$ cat src/rtl/cfgs_pkg.sv
package cfgs_pkg;

    typedef enum logic [0:0] {
        ST_IDLE = 1'b0,
        ST_XFER = 1'b1
    } seq_state_e;

    typedef logic [7:0] cfg_byte_t;

endpackage

$ cat src/rtl/cfgs_slot_map.sv
module cfgs_slot_map #(
    parameter int NUM_SLOTS  = 4,
    parameter int SLOT_BYTES = 192,
    parameter int ADDR_W     = 10,
    parameter int LEN_W      = 16,
    parameter int SEL_W      = 2,
    parameter logic [NUM_SLOTS*LEN_W-1:0] SLOT_LEN = '0
) (
    input  logic [SEL_W-1:0]  slot_sel,
    output logic              slot_ok,
    output logic [ADDR_W-1:0] slot_base,
    output logic [LEN_W-1:0]  slot_len
);

    logic [ADDR_W-1:0] base_tab [NUM_SLOTS];
    logic [LEN_W-1:0]  len_tab  [NUM_SLOTS];

    for (genvar s = 0; s < NUM_SLOTS; s++) begin : g_slot
        assign base_tab[s] = ADDR_W'(s * SLOT_BYTES);
        assign len_tab[s]  = SLOT_LEN[s*LEN_W +: LEN_W];
    end

    always_comb begin
        slot_ok   = (int'(slot_sel) < NUM_SLOTS);
        slot_base = '0;
        slot_len  = '0;
        if (slot_ok) begin
            slot_base = base_tab[slot_sel];
            slot_len  = len_tab[slot_sel];
        end
    end

endmodule

$ cat src/rtl/cfgs_seq.sv
module cfgs_seq
    import cfgs_pkg::*;
#(
    parameter int ADDR_W = 10,
    parameter int LEN_W  = 16
) (
    input  logic              clk,
    input  logic              rst_n,
    input  logic              start,
    input  logic              slot_ok,
    input  logic [ADDR_W-1:0] slot_base,
    input  logic [LEN_W-1:0]  slot_len,
    input  logic              stall_en,
    input  logic              busy,
    output logic [ADDR_W-1:0] rd_addr,
    output logic              rd_en,
    output logic              active,
    output logic              done
);

    typedef struct packed {
        seq_state_e        state;
        logic [ADDR_W-1:0] addr;
        logic [LEN_W-1:0]  cnt;
        logic [LEN_W-1:0]  len;
        logic              done;
    } seq_regs_t;

    seq_regs_t regs_d, regs_q;
    logic      hold;
    logic      last;

    always_comb begin
        regs_d      = regs_q;
        regs_d.done = 1'b0;
        hold        = stall_en && busy;
        last        = (regs_q.cnt == regs_q.len - 1'b1);
        case (regs_q.state)
            ST_IDLE: begin
                if (start && slot_ok) begin
                    regs_d.state = ST_XFER;
                    regs_d.addr  = slot_base;
                    regs_d.cnt   = '0;
                    regs_d.len   = slot_len;
                end
            end
            ST_XFER: begin
                if (!hold) begin
                    if (last) begin
                        regs_d.state = ST_IDLE;
                        regs_d.done  = 1'b1;
                    end else begin
                        regs_d.addr = regs_q.addr + 1'b1;
                        regs_d.cnt  = regs_q.cnt + 1'b1;
                    end
                end
            end
            default: regs_d.state = ST_IDLE;
        endcase
    end

    always_ff @(posedge clk or negedge rst_n) begin
        if (!rst_n) begin
            regs_q <= '{state: ST_IDLE, addr: '0, cnt: '0, len: '0, done: 1'b0};
        end else begin
            regs_q <= regs_d;
        end
    end

    // Address issued one cycle ahead so read data lines up with the bus cycle
    assign rd_addr = regs_d.addr;
    assign rd_en   = (regs_d.state == ST_XFER);
    assign active  = (regs_q.state == ST_XFER);
    assign done    = regs_q.done;

endmodule

$ cat src/rtl/cfgs_port_drv.sv
module cfgs_port_drv
    import cfgs_pkg::*;
(
    input  logic      clk,
    input  logic      active,
    input  cfg_byte_t rd_data,
    output cfg_byte_t cfg_data,
    output logic      cfg_cs_n,
    output logic      cfg_wr_n,
    output logic      cfg_cclk
);

    always_comb begin
        cfg_data = active ? rd_data : '0;
        cfg_cs_n = !active;
        cfg_wr_n = !active;
    end

    // Port samples on its rising edge, i.e. mid-cycle of the local clock
    assign cfg_cclk = ~clk;

endmodule

$ cat src/rtl/cfg_image_streamer.sv
module cfg_image_streamer
    import cfgs_pkg::*;
#(
    parameter int BLOCK_BYTES     = 64,
    parameter int BLOCKS_PER_SLOT = 3,
    parameter int NUM_SLOTS       = 4,
    parameter int LEN_W           = 16,
    parameter logic [NUM_SLOTS*LEN_W-1:0] SLOT_LEN = {16'd1, 16'd5, 16'd100, 16'd192},
    localparam int SLOT_BYTES = BLOCK_BYTES * BLOCKS_PER_SLOT,
    localparam int MEM_BYTES  = SLOT_BYTES * NUM_SLOTS,
    localparam int ADDR_W     = (MEM_BYTES > 1) ? $clog2(MEM_BYTES) : 1,
    localparam int SEL_W      = (NUM_SLOTS > 1) ? $clog2(NUM_SLOTS) : 1
) (
    input  logic              clk,
    input  logic              rst_n,
    input  logic              start,
    input  logic [SEL_W-1:0]  slot_sel,
    input  logic              stall_en,
    input  logic              cfg_busy,
    output logic [ADDR_W-1:0] mem_addr,
    output logic              mem_rd_en,
    input  logic [7:0]        mem_rdata,
    output logic [7:0]        cfg_data,
    output logic              cfg_cs_n,
    output logic              cfg_wr_n,
    output logic              cfg_cclk,
    output logic              xfer_done
);

    logic              slot_ok;
    logic [ADDR_W-1:0] slot_base;
    logic [LEN_W-1:0]  slot_len;
    logic              active;

    cfgs_slot_map #(
        .NUM_SLOTS (NUM_SLOTS),
        .SLOT_BYTES(SLOT_BYTES),
        .ADDR_W    (ADDR_W),
        .LEN_W     (LEN_W),
        .SEL_W     (SEL_W),
        .SLOT_LEN  (SLOT_LEN)
    ) map_i (
        .slot_sel (slot_sel),
        .slot_ok  (slot_ok),
        .slot_base(slot_base),
        .slot_len (slot_len)
    );

    cfgs_seq #(
        .ADDR_W(ADDR_W),
        .LEN_W (LEN_W)
    ) seq_i (
        .clk      (clk),
        .rst_n    (rst_n),
        .start    (start),
        .slot_ok  (slot_ok),
        .slot_base(slot_base),
        .slot_len (slot_len),
        .stall_en (stall_en),
        .busy     (cfg_busy),
        .rd_addr  (mem_addr),
        .rd_en    (mem_rd_en),
        .active   (active),
        .done     (xfer_done)
    );

    cfgs_port_drv drv_i (
        .clk     (clk),
        .active  (active),
        .rd_data (mem_rdata),
        .cfg_data(cfg_data),
        .cfg_cs_n(cfg_cs_n),
        .cfg_wr_n(cfg_wr_n),
        .cfg_cclk(cfg_cclk)
    );

endmodule

$ cat config.mk
export PLATFORM = sky130hd
export DESIGN_NAME = cfg_image_streamer
export DESIGN_NICKNAME = d
export VERILOG_FILES = /design/src/rtl/cfgs_pkg.sv /design/src/rtl/cfgs_slot_map.sv /design/src/rtl/cfgs_seq.sv /design/src/rtl/cfgs_port_drv.sv /design/src/rtl/cfg_image_streamer.sv
export SDC_FILE = /design/constraint.sdc
export NUM_CORES = 1
export LEC_CHECK = 0
export BUFFER_PORTS_ARGS = -buffer_cell sky130_fd_sc_hd__clkbuf_2
export CAP_MARGIN = 20
export CORE_ASPECT_RATIO = 2
export CORE_UTILIZATION = 42
export DETAILED_ROUTE_END_ITERATION = 8
export SLEW_MARGIN = 20
export SYNTH_ARGS = -nofsm -noshare
export SYNTH_HDL_FRONTEND = slang
export SYNTH_HIERARCHICAL = 1
export SYNTH_SLANG_ARGS = --single-unit
$ cat constraint.sdc
create_clock -name clk -period 4.3 [get_ports clk]
set_clock_uncertainty 0.1 [all_clocks]
set_input_delay 0.43 -clock clk [delete_from_list [all_inputs] [get_ports clk]]
set_output_delay 0.43 -clock clk [all_outputs]
set_load 0.01 [all_outputs]
# After elaboration in Yosys (flattened, before gate mapping)
# Index checks and enable logic that the tools add are counted.
# Widths: inputs -> output; s select.
[word_totals]
register_bits = 44
input_bits = 15
output_inout_bits = 23
[op_classes]
n_addsub = 3
order_cmp = 1
eq_ne = 4
muxes = 15
bitwise_logic = 3
reduce_logical = 4
[op_table]
columns = ["op", "count"]
rows = [
  ["$pmux 27 s2", 1],
  ["$mux 43", 1],
  ["$bmux 16 s2", 1],
  ["$mux 16", 2],
  ["$mux 27", 1],
  ["$mux 26", 1],
  ["$bmux 10 s2", 1],
  ["$mux 10", 2],
  ["$add 16x1->16 const B", 1],
  ["$eq 16x16->1", 1],
  ["$sub 16x1->16 const B", 1],
  ["$add 10x1->10 const B", 1],
  ["$mux 8", 1],
  ["$ne 2x2->1 const B", 3],
  ["$mux 1", 4],
  ["$ge 3x3->1 const B", 1],
  ["$not 2->3", 1],
  ["$reduce_and 3->1", 1],
  ["$not 1->1", 2],
  ["$reduce_and 2->1", 1],
  ["$logic_and 1x1->1", 1],
  ["$logic_not 1->1", 1],
]

# Depth between registers and ports, before layout
# Gate-level depths: netlist (run 1).
[depth]
ltp_word = 6
depth_mapped = 13

# Hierarchy
# The synthesis (run 1) kept the hierarchy.
[modules_own_cells]
columns = ["module", "n_inst", "cells_per_inst", "area_each_um2", "seq_area_each_um2"]
rows = [
  ["cfgs_seq", 1, 337, 2871.5, 1101.1],
  ["cfgs_slot_map", 1, 29, 222.7, 0.0],
  ["cfgs_port_drv", 1, 11, 65.1, 0.0],
]

==> flow_summary.json, run 1 <==
{
  "cts_buffers": 5,
  "cp_max_fo": 15,
  "syn_area_sq_mm": 0.00316,
  "drt-initial-drc-count": 146,
  "synth_edf_count": 0,
  "hold_buffers": 0,
  "dr.pass1.iters": 4,
  "clockBufferDepth": 2,
  "maxCapViolations": 0,
  "antenna_cells": 0,
  "slowest_stage": "dfrtp_1",
  "finalSetupTns_ns": 0,
  "cp_slowest_stage_delay_ns": 0.48,
  "postCtsSetupBuffers": 0,
  "worst_pin_slew_ns": 0.604,
  "drt_wl_total_mm": 7.69,
  "endpoint_kind": "output pin",
  "dpl.hpwl_mm": 5.61,
  "die_w_microns": 63.3,
  "synth_seq_cells": 44,
  "async_flop_share_pct": 100,
  "cp.arrival_ns": 3.30,
  "status": "finished, final reports clean",
  "cts_tree": "yes",
  "seq_area_frac_synth_pct": 34.9,
  "grt_max_degree": 45,
  "synth.most_common_cell": "nand2_1",
  "yosysTopAreaCell": "dfrtp_1",
  "port_buffers": 37,
  "cp_cell_sequence": "inv_1 -> ha_1 -> nor4b_1 -> a2bb2oi_1 -> a311o_1 -> a22oi_1 -> and4_4 -> nor2_4 -> a311oi_1 -> clkbuf_2",
  "ys_top_cells_by_count": "78 x nand2_1, 44 x dfrtp_1, 34 x buf_4, 19 x nor2_1, 16 x nand3_1",
  "area_growth_pct": 7.13,
  "rows": 44,
  "final_cells": 487,
  "finalMaxSlewViolations": 0,
  "ys_types": 61,
  "ios": 38,
  "place.gp.congestion": 0.800,
  "drive_gt1_share_pct": 15.2,
  "max-slew-margin-rel_pct": 59.7,
  "dp_cells": 479,
  "coreArea_sq_mm": 0.00727,
  "crit_required_ns": 3.77,
  "initial_core_util_pct": 43.5,
  "cts_max_level": 2,
  "fin_crit_ns": 3.83,
  "dieArea_sq_mm": 0.00789,
  "cp_top_family": "compound AO/OA/AOI/OAI gates",
  "layout_worst_path_cycle_share_pct": 89.1,
  "clkLatencyLatePin_ns": 0.29,
  "synth_top_area_share_pct": 34.9,
  "postRouteAntennaNets": 0,
  "max-vdd-ir-drop_mv": 0.206,
  "chipHeight_microns": 125,
  "finalHoldViolations": 0,
  "power.density_mw_per_mm2": 612,
  "cts_root_buffer": "clkbuf_16",
  "final-setup-viol-count": 0,
  "rsz0062_at_grt": "no",
  "path_clk_slew_ns": 0.06,
  "ys_warn_count": 6,
  "fmax_ghz": 0.261,
  "drc_errors": 0,
  "via_count": 2646,
  "leakage_nw": 1.68,
  "ctsResizeCount": 0,
  "path_buf_inv": 2,
  "antenna_found_initial": 0,
  "grt_pass1_wl_mm": 13.0,
  "worst-setup-path-type": "reg2out",
  "avgSynthCellArea_sq_um": 8.38,
  "nets": 416,
  "syn_inst": 377,
  "grt-ovfl-total": 0,
  "synthTopCellsByArea": "dfrtp_1 35%, nand2_1 9.3%, buf_4 8.1%",
  "min-delay-path-class": "in2async",
  "routedWlPerCell_microns": 15.8,
  "routed_via_density": 5.43,
  "grt_pass1_vias": 2663,
  "critPathLaunchType": "flip-flop",
  "grt_use_total_pct": 21.2,
  "synth-main-ff-cell": "dfrtp_1"
}
## stage by stage
step	worst slack (ns)	hold slack (ns)	instance area [sq um]	utilization [%]	total power, mW
global placement	0.804	0.382	3240	44.6	1.65
floorplan	0.981	0.0344	3220	-	1.50
detailed placement	0.778	0.392	3240	44.6	1.68
finish	0.469	0.129	3380	46.6	2.07
global route	0.275	0.185	3380	46.6	2.23
CTS	0.460	0.148	3380	46.6	2.08
## metal layers
| metal | global-route usage [%] | up-vias | part of all wire (%) |
|---|---|---|---|
| met3 | 3.30 | 25 | 3.2 |
| met5 | 0 | - | 0 |
| met1 | 22.1 | 1237 | 39 |
| met2 | 38.2 | 75 | 53 |
| met4 | 13.1 | 0 | 5.3 |
| li1 | - | 1309 | - |
## layout by cell type, fill, tap and decap left out, types with 5 or more instances in the layout
cell,count
a211oi_1,7
a21oi_1,9
a31oi_1,6
and2_1,10
and3_1,10
buf_4,7
clkbuf_16,5
clkbuf_2,37
conb_1,18
dfrtp_1,44
ha_1,7
inv_1,12
mux2i_1,12
nand2_1,78
nand3_1,16
nand4_1,11
nor2_1,19
nor3_1,5
o21ai_0,7
or4_1,6
xnor2_1,8
xor2_1,8
## cell families (layout without fill, tap and decap cells)
group	count (synthesis)	in the layout	share of synthesized area (%)
AND/OR/NAND/NOR	178	178	28.4
buffers and inverters	61	63	11.9
AO/OA/AOI/OAI	56	56	12.9
flip-flops	44	44	34.9
XOR/XNOR	17	17	5.15
multiplexers	12	12	3.80
adder cells (fa/ha/maj)	7	7	2.77
other	2	18	0.238
## where the power goes
part	internal, mW	switching, mW
clock	0.237	0.175
sequential	0.562	0.226
combinational	0.410	0.461
total	1.21	0.862
## final cells by class
class,count,area [sq um]
clock buffers,8,148
clock inverters,2,7.51
fillers,766,3880
inverters,10,37.5
multi-input cells,288,1740
flip-flops and latches,44,1100
well taps,92,115
repair buffers,43,233
## flip-flops by register name (all words and copies together) (netlist names)
register      flops
seq_i/regs_q     42
seq_i/active      1
seq_i/done        1
## path summary, 6_finish.rpt
kind | cells after the start | startpoint | end | slack [ns]
setup / recovery | 10 | seq_i/regs_q[1]$_DFFE_PN0P_ | mem_addr[8] | 0.47
setup reg to reg | 9 | seq_i/regs_q[1]$_DFFE_PN0P_ | seq_i/regs_q[34]$_DFF_PN0_ | 1.25
min in group clk | 3 | slot_sel[1] | seq_i/regs_q[1]$_DFFE_PN0P_ | 0.32
hold / removal | 2 | rst_n | seq_i/regs_q[34]$_DFF_PN0_ | 0.13
max in group asynchronous | 2 | rst_n | seq_i/regs_q[14]$_DFFE_PN0P_ | 3.56
hold reg to reg | 2 | seq_i/regs_q[16]$_DFFE_PN0P_ | seq_i/regs_q[16]$_DFFE_PN0P_ | 0.40
No activity file was read; power rests on OpenSTA's default activity.
==> run 2, diff against run 1 <==
clock period = 3.2 ns   (was 4.3 ns; I/O delays follow)
==> flow_summary.json, run 2 (same netlist as run 1, synthesis figures left out) <==
{
  "grt_max_degree": 25,
  "initial_core_util_pct": 43.5,
  "area_growth_pct": 24.3,
  "endpoint_kind": "output pin",
  "path_clk_slew_ns": 0.06,
  "final_cells": 531,
  "min-delay-path-class": "in2reg",
  "rows": 44,
  "grt_pass1_vias": 3075,
  "fmax_ghz": 0.307,
  "ios": 38,
  "drc_errors": 0,
  "drive_gt1_share_pct": 30.3,
  "cts_max_level": 2,
  "hold_slack_ns": 0.245,
  "max-vdd-ir-drop_mv": 0.290,
  "cp.arrival_ns": 2.83,
  "dpl.hpwl_mm": 6.49,
  "dieArea_sq_mm": 0.00789,
  "clockBufferDepth": 2,
  "dr.pass1.iters": 4,
  "top_layer": "met4",
  "largest_register_ffs": 42,
  "maxCapViolations": 0,
  "drt-initial-drc-count": 175,
  "cts_tree": "yes",
  "violations": "setup timing",
  "mostFrequentLayoutCell": "nand2_1",
  "routedWlPerCell_microns": 17.2,
  "chipHeight_microns": 125,
  "largest-register": "seq_i/regs_q",
  "finalHoldViolations": 0,
  "via_count": 2948,
  "wl_met1_mm": 3.08,
  "dp_cells": 499,
  "final_cell_mix": "78 x nand2_1, 46 x buf_4, 43 x dfrtp_1, 31 x clkbuf_2, 18 x conb_1",
  "grt_pass1_wl_mm": 14.7,
  "coreArea_sq_mm": 0.00727,
  "critPathLaunchType": "flip-flop",
  "final-setup-viol-count": 6,
  "fin_ws_ns": -0.0526,
  "layout_worst_path_cycle_share_pct": 102,
  "postRouteAntennaNets": 0,
  "met2_length_mm": 5.10,
  "cts_buffers": 5,
  "worst_pin_slew_ns": 0.632,
  "antenna_cells": 0,
  "power.density_mw_per_mm2": 842,
  "rsz0062_at_grt": "yes",
  "antenna_found_initial": 0,
  "drt_wl_total_mm": 9.11,
  "power.total_mw": 3.30,
  "max-slew-margin-rel_pct": 57.9,
  "grt-ovfl-total": 0,
  "cts_root_buffer": "clkbuf_16",
  "status": "finished with violations",
  "fin_crit_ns": 3.25,
  "nets": 460,
  "place.gp.congestion": 0.905,
  "finalMaxSlewViolations": 0,
  "worst-setup-path-type": "reg2out",
  "post-place-ws_ns": 0.0942,
  "grt_use_total_pct": 24.3,
  "leakage_nw": 1.94,
  "die_w_microns": 63.3,
  "crit_required_ns": 2.78,
  "routed_via_density": 5.55,
  "clkLatencyLatePin_ns": 0.30,
  "cp_max_fo": 5,
  "wl_met3_microns": 296,
  "port_buffers": 37
}
-- run 2: cell count changes in the layout (fill, tap and decap cells not counted), sizes merged --
cell         previous run  this run
buf                     7        56
clkbuf                 44        37
clkinv                  0         2
dlygate4sd3             0         1
inv                    12        11
-- run 2: area by class of cell --
| type | instances | area, sq um |
|---|---|---|
| Timing Repair Buffer | 87 | 602 |
| Inverter | 10 | 37.5 |
| Clock buffer | 7 | 134 |
| Tap cell | 92 | 115 |
| Sequential cell | 44 | 1100 |
| Clock inverter | 3 | 13.8 |
| Fill cell | 702 | 3340 |
| Multi-Input combinational cell | 288 | 1920 |
-- run 2: through the flow --
step           cell area [sq um]  util, %  setup TNS [ns]
3_3_place_gp                3400     46.8               0
5_1_grt                     3930     54.0           -1.88
4_1_cts                     3770     51.9          -0.107
3_5_place_dp                3400     46.8               0
6_report                    3930     54.0          -0.168
2_1_floorplan               3220        -               0
-- run 2: final timing paths --
| path | start | to | slack, ns | cells past startpoint |
|---|---|---|---|---|
| setup / recovery | seq_i/regs_q[2]$_DFFE_PN0P_ | mem_addr[9] | -0.05 | 9 |
| hold / removal | slot_sel[1] | seq_i/regs_q[1]$_DFFE_PN0P_ | 0.25 | 3 |
| setup reg to reg | seq_i/regs_q[2]$_DFFE_PN0P_ | seq_i/regs_q[22]$_DFFE_PN0P_ | 0.20 | 10 |
| hold reg to reg | seq_i/regs_q[16]$_DFFE_PN0P_ | seq_i/regs_q[16]$_DFFE_PN0P_ | 0.39 | 2 |
| max in group asynchronous | rst_n | seq_i/regs_q[6]$_DFFE_PN0P_ | 1.76 | 3 |
| min in group asynchronous | rst_n | seq_i/regs_q[35]$_DFF_PN0_ | 0.47 | 2 |
-- run 2: power breakdown --
part	internal, mW	switching, mW
combinational	0.900	0.863
clock	0.297	0.235
sequential	0.756	0.254
total	1.95	1.35
-- run 2: routing by layer --
metal  vias up  global-route usage (%)
met4         0                    18.9
li1       1393                       -
met1      1409                    21.8
met3        41                    3.30
met5         -                       0
met2       105                    45.9
-- run 2: worst max-delay path: stages, from the launching register on --
cell	delay [ns]
dfrtp_1	0.43
or4_4	0.58
o2111ai_2	0.20
and4b_1	0.23
a22oi_2	0.07
and4_4	0.23
buf_12	0.13
or4_4	0.49
nand3_4	0.08
buf_6	0.10
-- run 2: repair_timing --
action | in CTS | in global routing
gates resized for setup | 24 | 27
setup buffers | 16 | 8
hold buffers | 1 | 0
pin swaps | 14 | 12
setup endpoints to repair | 11 | 11
endpoints found under the hold margin | 21 | 0
